## config.mk

```make
export PLATFORM = sky130hd
export DESIGN_NAME = lnk_health_mon
export DESIGN_NICKNAME = d
export VERILOG_FILES = /design/src/rtl/lhm_pkg.sv /design/src/rtl/lhm_run_qual.sv /design/src/rtl/lhm_err_tally.sv /design/src/rtl/lnk_health_mon.sv
export SDC_FILE = /design/constraint.sdc
export NUM_CORES = 1
export LEC_CHECK = 0
export ABC_AREA = 1
export ABC_CLOCK_PERIOD_IN_PS = 1220
export BUFFER_PORTS_ARGS = -buffer_cell sky130_fd_sc_hd__buf_2
export CAP_MARGIN = 25
export CORE_MARGIN = 5
export CORE_UTILIZATION = 45
export CTS_CLUSTER_SIZE = 20
export DETAILED_ROUTE_END_ITERATION = 10
export GPL_TIMING_DRIVEN = 0
export PLACE_DENSITY = 0.66
export SLEW_MARGIN = 15
export SYNTH_ARGS = -nofsm -noshare
export SYNTH_HDL_FRONTEND = slang
export SYNTH_HIERARCHICAL = 1
export SYNTH_SLANG_ARGS = --single-unit
```

## constraint.sdc

```tcl
create_clock -name clk -period 1.22 [get_ports clk]
set_input_delay 0.244 -clock clk [delete_from_list [all_inputs] [get_ports clk]]
set_output_delay 0.244 -clock clk [all_outputs]
set_load 0.01 [all_outputs]
```

## src/rtl/lhm_pkg.sv

```systemverilog
package lhm_pkg;

    // Per-cycle event decoded once at the top and shared by the sub-blocks.
    typedef struct packed {
        logic wipe;   // clear all monitor state at this edge
        logic qerr;   // error counted: strobe while synchronised
        logic clean;  // synchronised and error free
    } lhm_evt_t;

endpackage

```

## src/rtl/lhm_run_qual.sv

```systemverilog
module lhm_run_qual
    import lhm_pkg::*;
#(
    parameter int STABLE_RUN = 15
) (
    input  logic     clk,
    input  logic     rst_n,
    input  lhm_evt_t evt,
    output logic     stable
);
    localparam int RUN_W = $clog2(STABLE_RUN + 1);
    localparam logic [RUN_W-1:0] RUN_MAX = RUN_W'(STABLE_RUN);

    typedef struct packed {
        logic [RUN_W-1:0] run;
    } run_st_t;

    run_st_t st_d, st_q;

    always_comb begin
        st_d = st_q;
        if (evt.wipe || !evt.clean) begin
            st_d.run = '0;
        end else if (st_q.run != RUN_MAX) begin
            st_d.run = st_q.run + 1'b1;
        end
    end

    always_ff @(posedge clk or negedge rst_n) begin
        if (!rst_n) st_q <= '0;
        else        st_q <= st_d;
    end

    assign stable = (st_q.run == RUN_MAX);

endmodule

```

## src/rtl/lhm_err_tally.sv

```systemverilog
module lhm_err_tally
    import lhm_pkg::*;
#(
    parameter int CNT_W       = 8,
    parameter int FAULT_LIMIT = 100
) (
    input  logic             clk,
    input  logic             rst_n,
    input  lhm_evt_t         evt,
    output logic [CNT_W-1:0] err_cnt,
    output logic             err_seen,
    output logic             fault
);
    localparam int TALLY_W = $clog2(FAULT_LIMIT + 2);
    localparam logic [TALLY_W-1:0] TALLY_TOP = TALLY_W'(FAULT_LIMIT + 1);
    localparam logic [CNT_W-1:0]   CNT_TOP   = '1;

    typedef struct packed {
        logic [CNT_W-1:0]   cnt;
        logic [TALLY_W-1:0] tally;
        logic               seen;
    } tally_st_t;

    tally_st_t st_d, st_q;

    always_comb begin
        st_d = st_q;
        if (evt.wipe) begin
            st_d = '0;
        end else if (evt.qerr) begin
            st_d.seen = 1'b1;
            if (st_q.cnt != CNT_TOP)     st_d.cnt   = st_q.cnt + 1'b1;
            if (st_q.tally != TALLY_TOP) st_d.tally = st_q.tally + 1'b1;
        end
    end

    always_ff @(posedge clk or negedge rst_n) begin
        if (!rst_n) st_q <= '0;
        else        st_q <= st_d;
    end

    assign err_cnt  = st_q.cnt;
    assign err_seen = st_q.seen;
    assign fault    = (st_q.tally == TALLY_TOP);

endmodule

```

## src/rtl/lnk_health_mon.sv

```systemverilog
module lnk_health_mon
    import lhm_pkg::*;
#(
    parameter int STABLE_RUN  = 15,
    parameter int FAULT_LIMIT = 100,
    parameter int CNT_W       = 8
) (
    input  logic             clk,
    input  logic             rst_n,
    input  logic             link_en,
    input  logic             mon_clr,
    input  logic             sync_done,
    input  logic             rx_err,
    output logic             link_ok,
    output logic             link_err_seen,
    output logic             link_fault,
    output logic [CNT_W-1:0] err_cnt
);
    lhm_evt_t evt;

    always_comb begin
        evt.wipe  = !link_en || mon_clr;
        evt.qerr  = sync_done && rx_err;
        evt.clean = sync_done && !rx_err;
    end

    lhm_run_qual #(
        .STABLE_RUN(STABLE_RUN)
    ) u_run (
        .clk   (clk),
        .rst_n (rst_n),
        .evt   (evt),
        .stable(link_ok)
    );

    lhm_err_tally #(
        .CNT_W      (CNT_W),
        .FAULT_LIMIT(FAULT_LIMIT)
    ) u_tally (
        .clk     (clk),
        .rst_n   (rst_n),
        .evt     (evt),
        .err_cnt (err_cnt),
        .err_seen(link_err_seen),
        .fault   (link_fault)
    );

endmodule

```

==> flow_metrics.py <==
metrics = {
    "yosys": {
        "syn_area_sq_um": 1354,
        "seq_area_frac_synth_pct": 36.97,
        "ys_types": 24,
        "netlist_instances": 182,
        "synth_seq_cells": 20,
        "synth.avg_cell_area_sq_um": 7.438,
        "ys.flop_type": "dfrtp_1",
        "syn_nets": 192,
        "synth_warnings": 6,
        "synth-edff-count": 0,
        "synth-async-reset-ratio_pct": 100.0,
    },
    "sta": {
        "rsz0062_at_grt": "yes",
        "fin_tns_setup_ps": -2446,
        "relSlewSlack_pct": 68.92,
        "tightest_slew_ps": 466.2,
        "setup_viol": 19,
        "final-hold-violation-count": 0,
        "skew_ps": 2.498,
        "fin_crit_ps": 1526,
        "slew_violations": 0,
        "fin_crit_sh_pct": 125.1,
        "setup_slack_ps": -306.2,
        "max_freq_ghz": 0.6552,
    },
    "routing": {
        "first_pass_iters": 4,
        "drc_errors": 0,
        "totalWireLength_microns": 3502,
        "dr_total_vias": 1327,
        "drtIter0Drc": 81,
        "wl_per_cell_microns": 13.57,
        "vias_per_cell": 5.143,
        "ant_nets": 0,
    },
    "floorplanning": {
        "rows": 20,
        "core_area_sq_um": 2978,
        "die_area_sq_um": 4206,
        "die_x_microns": 64.85,
        "io_pins": 17,
        "chipHeight_microns": 64.85,
        "start_util_pct": 45.46,
    },
    "final_layout": {
        "num_antenna_cells": 0,
        "fillCellCount": 247,
        "fin_nets": 236,
        "areaGrowthSynthToFinish_pct": 39.56,
        "drive_gt1_share_pct": 46.22,
        "finish.utilization_pct": 63.45,
    },
    "clocking": {
        "cts_buffer_depth": 2,
        "clk_latency_ps": 300,
        "cts_tree": "built",
        "cts_root_buffer": "clkbuf_4",
        "clk_transition_reported_paths_ps": 120,
        "cts_buffers": 3,
        "cts.sink_count": 20,
        "cts.htree.levels": 1,
    },
    "critical_path": {
        "cp_max_fo": 2,
        "cp.arrival_ps": 1280,
        "end_kind": "output pin",
        "required_ps": 980,
        "start_kind": "flop",
        "crit_start": "u_tally/st_q[2]$_DFFE_PN0P_",
        "r2r_start": "u_tally/st_q[2]$_DFFE_PN0P_",
        "r2r_slack_ps": -220,
        "critical_path_class": "flop to output pin",
    },
    "place": {
        "gp_congestion": 0.7860,
        "hpwl_microns": 2087,
        "io_buffers": 16,
    },
    "flow_run": {
        "cap_violations": 0,
    },
    "global_routing": {
        "overflow": 0,
        "grt_pass1_wl_microns": 5947,
        "grt_usage_pct": 17.60,
        "antenna_found_initial": 0,
        "grt_pass1_vias": 1391,
        "grt_max_degree": 21,
    },
    "power": {
        "power.internal_uw": 922.7,
        "swShare_pct": 26.05,
        "pwr-share-comb_pct": 13.4,
        "ir_drop_uv": 356.1,
        "powerDensity_nw_per_um2": 660.4,
        "p_clk_share_pct": 31.9,
        "p_leak_uw": 0.0009219,
        "power_frac_seq_pct": 54.7,
        "p_switching_uw": 325.0,
    },
    "worst_hold_path": {
        "min_from": "rx_err",
        "hold_path_class": "input pin to flop",
    },
    "run_status": {
        "violations": "setup timing",
        "status": "finished with violations",
    },
}
## cell usage after synthesis (2+ instances only)
cell type	n	area (sq um)
xor2_1	2	17.52
nor2_2	3	18.77
nand3_2	2	20.02
o21ai_1	5	25.02
nand3_1	19	95.09
ha_1	4	50.05
nor2_1	15	56.30
o21ai_2	3	26.28
nor2_4	4	45.04
nand4_1	2	12.51
buf_6	2	22.52
o21ai_0	4	20.02
inv_2	5	18.77
nand2_1	43	161.4
inv_1	21	78.83
nand2_2	7	43.79
dfrtp_1	20	500.5
a21oi_1	6	30.03
o21bai_1	2	15.01
buf_4	9	67.56
## critical path, cell delays in order, from the launching register on
cell and delay (ps):
dfrtp_1 420, inv_2 90, ha_4 120, nand2_2 50, inv_2 80, nand3_4 80, inv_2 60, buf_6 90
## power groups by stage
stage	sequential, uW	clock (uW)	combinational (uW)
5_1_grt	683	446	187
4_1_cts	681	416	154
6_report	682	399	167
3_5_place_dp	695	0	123
2_1_floorplan	693	0	79.7
3_3_place_gp	694	0	119
## cells in the final DEF (no fill, tap or decap), types with 7 or more instances in the layout
| master | instances |
|---|---|
| inv_1 | 19 |
| nor2_1 | 13 |
| inv_2 | 7 |
| nand2_1 | 34 |
| nand2_2 | 13 |
| dfrtp_1 | 17 |
| buf_6 | 19 |
| nand3_1 | 17 |
| buf_4 | 24 |
## flip-flops by register name (all words and copies together), names as in the netlist
signal and count:
u_run/st_q 4, u_tally/err_cnt 8, u_tally/err_seen 1, u_tally/st_q 7
## per-stage QoR
stage	worst slack (ps)	area, sq um	total power, uW	instances	hold slack, ps
4_1_cts	-273.1	1792	1251	254	300.5
2_1_floorplan	10.77	1358	773.0	182	-51.59
6_report	-306.2	1889	1248	258	316.0
3_3_place_gp	-113.5	1479	812.7	231	224.9
3_5_place_dp	-136.0	1479	817.8	231	227.7
5_1_grt	-374.0	1889	1316	258	342.3
## cells by family (layout without fill, tap and decap cells)
| kind of cell | after synthesis | count (layout) | share of synthesized area [%] |
|---|---|---|---|
| simple gates | 98 | 98 | 35.12 |
| compound gates | 20 | 20 | 8.595 |
| flops | 20 | 20 | 36.97 |
| xor+xnor | 2 | 2 | 1.294 |
| fa+ha+maj | 4 | 4 | 3.697 |
| buf+inv | 38 | 81 | 14.33 |
## layout make-up
type                       instances  area [sq um]  share of cell area [%]
clock buffer                       4         36.28                   1.921
buffer                             6         63.81                   3.377
sequential                        20         504.2                   26.69
timing repair buffer              44         370.4                   19.60
tap                               33         41.29                   2.185
multi-input combinational        124         769.5                   40.73
inverter                          27         103.9                   5.497
## repair_timing
action	4_1_cts	5_1_grt
pin swaps	10	8
resized for setup	30	22
setup endpoints to repair	24	25
hold endpoints to repair	20	0
hold buffers	1	0
setup buffers	21	7
## layer usage
metal / share of wire, % / wire (microns) / GRT usage, % / vias up
met4: 1.9 / 66 / 5.277 / 0
met1: 42 / 1454 / 21.47 / 629
met5: 0 / 0 / 0 / -
met3: 4.1 / 143 / 2.773 / 10
li1: - / - / - / 649
met2: 52 / 1838 / 31.55 / 39
## worst paths after layout
kind	to	cells past startpoint
setup / recovery	link_fault	7
hold / removal	u_run/st_q[3]$_DFFE_PN0P_	6
setup reg to reg	u_tally/st_q[7]$_DFFE_PN0P_	8
hold reg to reg	u_tally/err_seen$_DFFE_PN0P_	2
max in group asynchronous	u_tally/err_cnt[5]$_DFFE_PN0P_	2
min in group asynchronous	u_tally/st_q[6]$_DFFE_PN0P_	2
Power figures use the tool's default switching activity.
